--- src/rtl/cmpt_pkg.sv ---
`timescale 1ns/1ps
package cmpt_pkg;
  typedef enum logic [1:0] {
    SEL_COUNT = 2'd0,
    SEL_CMP   = 2'd1,
    SEL_REL   = 2'd2,
    SEL_CTRL  = 2'd3
  } cmpt_sel_e;

  localparam int CTL_EN_BIT   = 0;
  localparam int CTL_MASK_BIT = 1;
  localparam int CTL_STAT_BIT = 2;
  localparam int CTL_USED_W   = 3;
endpackage

--- src/rtl/cmpt_rst_sync.sv ---
`timescale 1ns/1ps
module cmpt_rst_sync #(
  parameter int STAGES = 2
) (
  input  logic clk,
  input  logic rst_n_in,
  output logic rst_n_out
);
  logic [STAGES-1:0] chain_q;
  logic [STAGES-1:0] chain_d;

  always_comb begin
    chain_d = {chain_q[STAGES-2:0], 1'b1};
  end

  always_ff @(posedge clk or negedge rst_n_in) begin
    if (!rst_n_in) chain_q <= '0;
    else           chain_q <= chain_d;
  end

  assign rst_n_out = chain_q[STAGES-1];
endmodule

--- src/rtl/cmpt_counter.sv ---
`timescale 1ns/1ps
module cmpt_counter #(
  parameter int CNT_W = 64
) (
  input  logic             clk,
  input  logic             rst_n,
  input  logic             tick_en,
  output logic [CNT_W-1:0] count
);
  logic [CNT_W-1:0] count_d;

  always_comb begin
    count_d = count + {{(CNT_W-1){1'b0}}, 1'b1};
  end

  always_ff @(posedge clk or negedge rst_n) begin
    if (!rst_n)       count <= '0;
    else if (tick_en) count <= count_d;
  end
endmodule

--- src/rtl/cmpt_regs.sv ---
`timescale 1ns/1ps
module cmpt_regs
  import cmpt_pkg::*;
#(
  parameter int CNT_W = 64,
  parameter int REL_W = 32
) (
  input  logic             clk,
  input  logic             rst_n,
  input  logic             wr_en,
  input  logic [1:0]       sel,
  input  logic [CNT_W-1:0] wdata,
  input  logic [CNT_W-1:0] count,
  output logic [CNT_W-1:0] cmp_q,
  output logic             en_q,
  output logic             mask_q
);
  localparam int EXT_W = CNT_W - REL_W;

  cmpt_sel_e        sel_e;
  logic [CNT_W-1:0] rel_ext;
  logic [CNT_W-1:0] cmp_d;
  logic             cmp_ld;
  logic             ctl_ld;
  logic             en_d;
  logic             mask_d;

  always_comb begin
    sel_e   = cmpt_sel_e'(sel);
    rel_ext = {{EXT_W{wdata[REL_W-1]}}, wdata[REL_W-1:0]};
    cmp_ld  = wr_en && (sel_e == SEL_CMP || sel_e == SEL_REL);
    ctl_ld  = wr_en && (sel_e == SEL_CTRL);
    if (sel_e == SEL_REL) cmp_d = count + rel_ext;
    else                  cmp_d = wdata;
    en_d    = wdata[CTL_EN_BIT];
    mask_d  = wdata[CTL_MASK_BIT];
  end

  always_ff @(posedge clk or negedge rst_n) begin
    if (!rst_n)      cmp_q <= '0;
    else if (cmp_ld) cmp_q <= cmp_d;
  end

  always_ff @(posedge clk or negedge rst_n) begin
    if (!rst_n) begin
      en_q   <= 1'b0;
      mask_q <= 1'b0;
    end else if (ctl_ld) begin
      en_q   <= en_d;
      mask_q <= mask_d;
    end
  end
endmodule

--- src/rtl/cmpt_fire.sv ---
`timescale 1ns/1ps
module cmpt_fire #(
  parameter int CNT_W = 64
) (
  input  logic             clk,
  input  logic             rst_n,
  input  logic [CNT_W-1:0] count,
  input  logic [CNT_W-1:0] cmp,
  input  logic             en,
  input  logic             mask,
  output logic             status,
  output logic             irq
);
  logic cond;
  logic irq_d;

  always_comb begin
    cond   = (count >= cmp);
    status = en & cond;
    irq_d  = status & ~mask;
  end

  always_ff @(posedge clk or negedge rst_n) begin
    if (!rst_n) irq <= 1'b0;
    else        irq <= irq_d;
  end
endmodule

--- src/rtl/cmpt_channel.sv ---
`timescale 1ns/1ps
module cmpt_channel
  import cmpt_pkg::*;
#(
  parameter int CNT_W     = 64,
  parameter int REL_W     = 32,
  parameter int SYNC_STGS = 2
) (
  input  logic             clk,
  input  logic             rst_n,
  input  logic             bus_wr,
  input  logic [1:0]       bus_addr,
  input  logic [CNT_W-1:0] bus_wdata,
  output logic [CNT_W-1:0] bus_rdata,
  output logic             timer_irq
);
  localparam int EXT_W = CNT_W - REL_W;
  localparam int PAD_W = CNT_W - CTL_USED_W;

  logic             rst_n_sync;
  logic [CNT_W-1:0] count_q;
  logic [CNT_W-1:0] cmp_q;
  logic             en_q;
  logic             mask_q;
  logic             status;
  logic [CNT_W-1:0] rel_diff;
  logic [CNT_W-1:0] rel_view;
  logic [CNT_W-1:0] ctl_view;

  cmpt_rst_sync #(.STAGES(SYNC_STGS)) u_rst (
    .clk       (clk),
    .rst_n_in  (rst_n),
    .rst_n_out (rst_n_sync)
  );

  cmpt_counter #(.CNT_W(CNT_W)) u_cnt (
    .clk     (clk),
    .rst_n   (rst_n_sync),
    .tick_en (1'b1),
    .count   (count_q)
  );

  cmpt_regs #(.CNT_W(CNT_W), .REL_W(REL_W)) u_regs (
    .clk    (clk),
    .rst_n  (rst_n_sync),
    .wr_en  (bus_wr),
    .sel    (bus_addr),
    .wdata  (bus_wdata),
    .count  (count_q),
    .cmp_q  (cmp_q),
    .en_q   (en_q),
    .mask_q (mask_q)
  );

  cmpt_fire #(.CNT_W(CNT_W)) u_fire (
    .clk    (clk),
    .rst_n  (rst_n_sync),
    .count  (count_q),
    .cmp    (cmp_q),
    .en     (en_q),
    .mask   (mask_q),
    .status (status),
    .irq    (timer_irq)
  );

  always_comb begin
    rel_diff = cmp_q - count_q;
    rel_view = {{EXT_W{rel_diff[REL_W-1]}}, rel_diff[REL_W-1:0]};
    ctl_view = {{PAD_W{1'b0}}, status, mask_q, en_q};
    case (cmpt_sel_e'(bus_addr))
      SEL_COUNT: bus_rdata = count_q;
      SEL_CMP:   bus_rdata = cmp_q;
      SEL_REL:   bus_rdata = rel_view;
      default:   bus_rdata = ctl_view;
    endcase
  end
endmodule

--- config.mk ---
export PLATFORM = sky130hd
export DESIGN_NAME = cmpt_channel
export DESIGN_NICKNAME = d
export VERILOG_FILES = /design/src/rtl/cmpt_pkg.sv /design/src/rtl/cmpt_rst_sync.sv /design/src/rtl/cmpt_counter.sv /design/src/rtl/cmpt_regs.sv /design/src/rtl/cmpt_fire.sv /design/src/rtl/cmpt_channel.sv
export SDC_FILE = /design/constraint.sdc
export NUM_CORES = 1
export LEC_CHECK = 0
export ABC_CLOCK_PERIOD_IN_PS = 12590
export BUFFER_PORTS_ARGS = -buffer_cell sky130_fd_sc_hd__buf_4
export CORE_AREA = 4 4 172 174
export CTS_CLUSTER_DIAMETER = 50
export DETAILED_ROUTE_END_ITERATION = 10
export DIE_AREA = 0 0 176 178
export PLACE_DENSITY_LB_ADDON = 0.08
export SYNTH_ARGS = -nofsm -noshare
export SYNTH_HDL_FRONTEND = slang
export SYNTH_SLANG_ARGS = --single-unit
--- constraint.sdc ---
create_clock -name clk -period 12.59 [get_ports clk]
set_input_delay 0.6295 -clock clk [delete_from_list [all_inputs] [get_ports clk]]
set_output_delay 0.6295 -clock clk [all_outputs]
set_load 0.05 [all_outputs]
## Yosys cells after proc, flatten, opt, wreduce, memory -nomap -nowiden

Cells that the tools add are included.

| storage, ports and cells | value |
|---|---|
| input bits | 69 |
| register bits after elaboration | 133 |
| output and inout bits | 65 |

| operators by class | value |
|---|---|
| $lt $le $gt $ge | 1 |
| bitwise operators | 3 |
| reduce and logical (&&, ||, !) cells | 4 |
| eq/ne operators | 3 |
| muxes and demuxes | 2 |
| $add $sub $neg | 3 |

Operators with widths:

| cell | number |
|---|---|
| 64-bit one-hot mux with 3 select lines | 1 |
| 64-bit by 1-bit adder with 64-bit output (second input constant) | 1 |
| 64-bit adder | 1 |
| 64-bit >= comparator | 1 |
| 64-bit 2-to-1 mux | 1 |
| 32-bit subtractor | 1 |
| 2-bit equality test (second input constant) | 2 |
| 1-bit bitwise AND | 2 |
| 2-bit by 1-bit equality test with 1-bit output (second input constant) | 1 |
| 1-bit logical AND | 2 |
| 2-bit zero test | 1 |
| 1-bit logical OR | 1 |
| 1-bit inverter | 1 |

## Depth between registers and ports, before layout

| depth | value |
|---|---|
| word-level depth | 3 |
| gate-level depth with buffers | 15 |
| gate-level depth less buffers | 15 |

## Hierarchy

From an unflattened synthesis, not the netlist that was laid out.

| unflattened totals | value |
|---|---|
| cells, all modules | 1860 |
| area, all modules | 14804.2 µm² |

Modules (own cells, without submodules):

| module | instances | cells each | sequential area each (µm²) | area each (µm²) |
|---|---|---|---|---|
| cmpt_regs | 1 | 898 | 1651.6 | 6952.9 |
| cmpt_counter | 1 | 285 | 1601.5 | 3098.0 |
| cmpt_channel | 1 | 439 | 0.0 | 3067.9 |
| cmpt_fire | 1 | 235 | 25.0 | 1631.6 |
| cmpt_rst_sync | 1 | 3 | 50.0 | 53.8 |

## Worst setup path after synthesis

No wires, ideal clock.

| timing | value |
|---|---|
| kind | register to output |
| start | register u_regs.cmp_q[0] |
| end | output port bus_rdata[28] |
| required time | 11.960 ns |
| stages on the path, launching flop included | 16 |
| setup slack | 8.458 ns |
| data arrival time | 3.502 ns |
| cell sequence | dfrtp_1 -> inv_1 -> ha_1 -> inv_1 -> fa_1 -> a21o_1 -> a21boi_0 -> o21ai_1 -> a31oi_1 -> o21ai_1 -> a21oi_2 -> nor2_1 -> a221o_1 -> a21oi_1 -> xor2_1 -> o22ai_1 |

| on the way | value |
|---|---|
| cells in the longest elaborated chain, start to end | 2 |

RTL lines:

| item | RTL line | text |
|---|---|---|
| from (decl) | cmpt_regs.sv:14 | `output logic [CNT_W-1:0] cmp_q,` |
| from (signal assigned) | cmpt_regs.sv:41 | `else if (cmp_ld) cmp_q <= cmp_d;` |
| 32-bit subtractor | cmpt_channel.sv:67 | `rel_diff = cmp_q - count_q;` |
| 64-bit one-hot mux with 3 select lines | cmpt_channel.sv:70 | `case (cmpt_sel_e'(bus_addr))` |
| to (decl) | cmpt_channel.sv:14 | `output logic [CNT_W-1:0] bus_rdata,` |

Every way passes these cells.

## Final worst setup path

| timing | value |
|---|---|
| start | register u_cnt.count[1] |
| end | output port bus_rdata[48] |

| on the way | value |
|---|---|
| cells in the longest elaborated chain, start to end | 2 |

RTL lines:

| item | RTL line | text |
|---|---|---|
| from (decl) | cmpt_counter.sv:8 | `output logic [CNT_W-1:0] count` |
| from (signal assigned) | cmpt_counter.sv:18 | `else if (tick_en) count <= count_d;` |
| 32-bit subtractor | cmpt_channel.sv:67 |  |
| 64-bit one-hot mux with 3 select lines | cmpt_channel.sv:70 |  |

Every way passes these cells.

==> impl_metrics.tcl <==
set metrics [dict create \
    yosysWarnings 0 \
    cp-end-kind "output port" \
    holdWs_ps 355.7 \
    worst-endpoint-required_ps 11960 \
    via_per_inst 5.957 \
    async_reset_ff_frac 1.000 \
    routedWlPerCell_um 19.23 \
    hp-class "reg -> reg" \
    floorplan.initialDensity 0.4989 \
    ff2ff_setup_slack_ps 8590 \
    clkTransAtPathRegs_ps 70 \
    path_buf_inv 2 \
    cp_top_family "compound AO/OA/AOI/OAI gates" \
    vias 12950 \
    grt-ovfl-total 0 \
    dp_hpwl_um 31050 \
    grt_pass1_wl_um 66990 \
    fin_crit_sh 0.4088 \
    r2r-start "u_cnt.count[1]" \
    antenna_found_initial 0 \
    ant_nets 0 \
    fin_setup_tns_ps 0 \
    drive_above_1_share 0.1242 \
    slew_headroom 0.3232 \
    netlist_area_um2 13860 \
    final_nets 2018 \
    portBuffers 133 \
    die_y_um 178 \
    first_global_vias 12380 \
    syn_inst 1715 \
    status "finished, final reports clean" \
    ys_seq_area_frac 0.2401 \
    hold_start "u_rst.chain_q[0]" \
    synth_nets 1950 \
    cts_made_buffers 17 \
    cp_slowest_cell "or3b_1" \
    ioPinCount 134 \
    clock-root-buffer "clkbuf_16" \
    drcViolationCount 0 \
    cpPeakStageDelay_ps 810 \
    fmax_mhz 194.3 \
    synth_seq_cells 133 \
    firstDrtPassIters 8 \
    dieArea_um2 31330 \
    grt_max_degree 98 \
    crit_type "reg -> out" \
    syn_to_final_growth_pct 12.97 \
    min_path_cells 0 \
    r2r_end "u_cnt.count[59]" \
    p_leak_nw 7.576 \
    worst_pin_slew_ps 1015 \
    final.min_clock_period_ps 5146 \
    worstPathCellList "inv_1, ha_1, nor2b_1, o21a_1, o21ai_0, a211oi_1, o21ai_1, o211ai_1, nand2_1, nor3_1, o21ai_1, or3b_1, o21ai_0, buf_4" \
    skew_ps 14.46 \
    h-tree-depth 4 \
    synth_edf_count 0 \
    cp.arrival_ps 4520 \
    finalMaxSlewViolations 0 \
    rsz0062_at_grt "no" \
    worstRegToRegCells 10 \
    clockBufferDepth 2 \
    die_x_um 176 \
    vdd_drop_max_mv 0.06285 \
    wirelength_um 41790 \
    cp-start-kind "flop" \
    grt_usage 0.2655 \
    core-area_um2 27780 \
    antenna_cells 0 \
    drv_cap 0 \
    hold_viol_final 0 \
    p_per_area_nw_per_um2 105.4 \
    ys.flop_type "dfrtp_1" \
    holdPathEnd "u_rst.chain_q[1]" \
    post_synth.cell_area_avg_um2 8.081 \
    cts_tree "yes" \
    drt_iter0_drc 1078 \
    cts_resized 0 \
    insertion_delay_ps 430 \
    cts_setup_buffers 0 \
    setup_viol 0 \
    clkSinkCount 133 \
    path_max_fanout 33 \
    gp_congestion 0.9234 \
    rows 61 \
    synth_cell_types 86 \
]
[Yosys cell counts, drive strengths merged (40+ instances only)]
| cell type | instances | share of area |
|---|---|---|
| ha | 164 | 0.15 |
| nand2 | 157 | 0.043 |
| a21oi | 143 | 0.054 |
| o21ai | 142 | 0.052 |
| dfrtp | 133 | 0.24 |
| inv | 123 | 0.033 |
| xnor2 | 109 | 0.069 |
| nor2 | 97 | 0.027 |
| a21o | 88 | 0.048 |
| clkbuf | 76 | 0.021 |
| a22oi | 55 | 0.030 |
| nand3 | 40 | 0.014 |
| nand4 | 40 | 0.019 |
[cell type report]
cell class              instances  area (µm²)
fillers                      2707       12120
multi-input cells            1366        9737
flip-flops and latches        133        3332
repair buffers                141        1061
well taps                     378       473.0
inverters                     124       465.4
clock buffers                  18       429.2
clock inverters                13       160.2
[through the flow]
stage / utilization / power [W] / setup WS, ps / cells / instance area (µm²)
final: 0.5636 / 0.001651 / 7444 / 2173 / 15660
after global routing: 0.5636 / 0.001740 / 7041 / 2173 / 15660
after CTS: 0.5636 / 0.001654 / 7454 / 2173 / 15660
after detailed placement: 0.5420 / 0.001130 / 7918 / 2141 / 15060
after global placement: 0.5420 / 0.001122 / 8108 / 2141 / 15060
after floorplan: - / 0.0009559 / 8458 / 1715 / 13860
[worst register-to-register path: stages (launching register included)]
cell	delay, ps
dfrtp_1	440
inv_1	150
nor3_1	190
nand3_1	210
nor2_1	560
nand2_1	410
nor3_2	540
nand2_1	330
nor3_1	690
nand4_1	200
xnor2_1	160
[how the worst max path moves through the flow]
stage,startpoint,to,slack [ps],cells past startpoint
6_report,u_cnt.count[1],bus_rdata[48],7440,14
2_1_floorplan,u_regs.cmp_q[0],bus_rdata[28],8460,15
4_1_cts,u_cnt.count[1],bus_rdata[48],7450,14
3_5_place_dp,u_cnt.count[1],bus_rdata[48],7920,14
3_3_place_gp,u_cnt.count[1],bus_rdata[46],8110,14
5_1_grt,u_cnt.count[1],bus_rdata[40],7040,14
[power breakdown]
part	internal, W	switching (W)
Sequential	0.000468	0.0000428
Combinational	0.000226	0.000389
Clock	0.000310	0.000215
[sequential cells by signal (all words and copies together), names as in the netlist]
signal / count
u_cnt.count: 64
u_regs.cmp_q: 64
u_rst.chain_q: 2
u_fire.irq: 1
u_regs.en_q: 1
u_regs.mask_q: 1
[layout by cell type, fill, tap and decap left out, types with 40 or more instances in the layout]
| cell type | instances |
|---|---|
| a21oi_1 | 136 |
| inv_1 | 119 |
| o21ai_0 | 121 |
| buf_4 | 140 |
| nor2_1 | 95 |
| nand2_1 | 156 |
| nand3_1 | 40 |
| dfrtp_1 | 132 |
| a21o_1 | 88 |
| xnor2_1 | 109 |
| ha_1 | 160 |
| a22oi_1 | 54 |
[logic make-up (layout without fill, tap and decap cells)]
kind of cell	Yosys count	in the layout	synth area share
AO/OA/AOI/OAI	570	570	0.2735
AND/OR/NAND/NOR	446	446	0.1561
buffers and inverters	216	296	0.06003
adder cells (fa/ha/maj)	166	166	0.1509
XOR/XNOR	148	148	0.09353
flip-flops	133	133	0.2401
multiplexers	35	35	0.02546
other	1	1	0.0002706
[per-layer routing]
metal,global-route usage,up-vias,share of wire
li1,-,6301,-
met1,0.4004,6164,0.49
met2,0.4003,419,0.43
met3,0.03116,61,0.059
met4,0.07700,0,0.021
met5,0,-,0
[what timing repair did]
item,in CTS,in global routing
endpoints found under the setup margin,0,0
hold buffers,1,0
hold endpoints to repair,2,0
No activity file was read; power rests on OpenSTA's default activity.
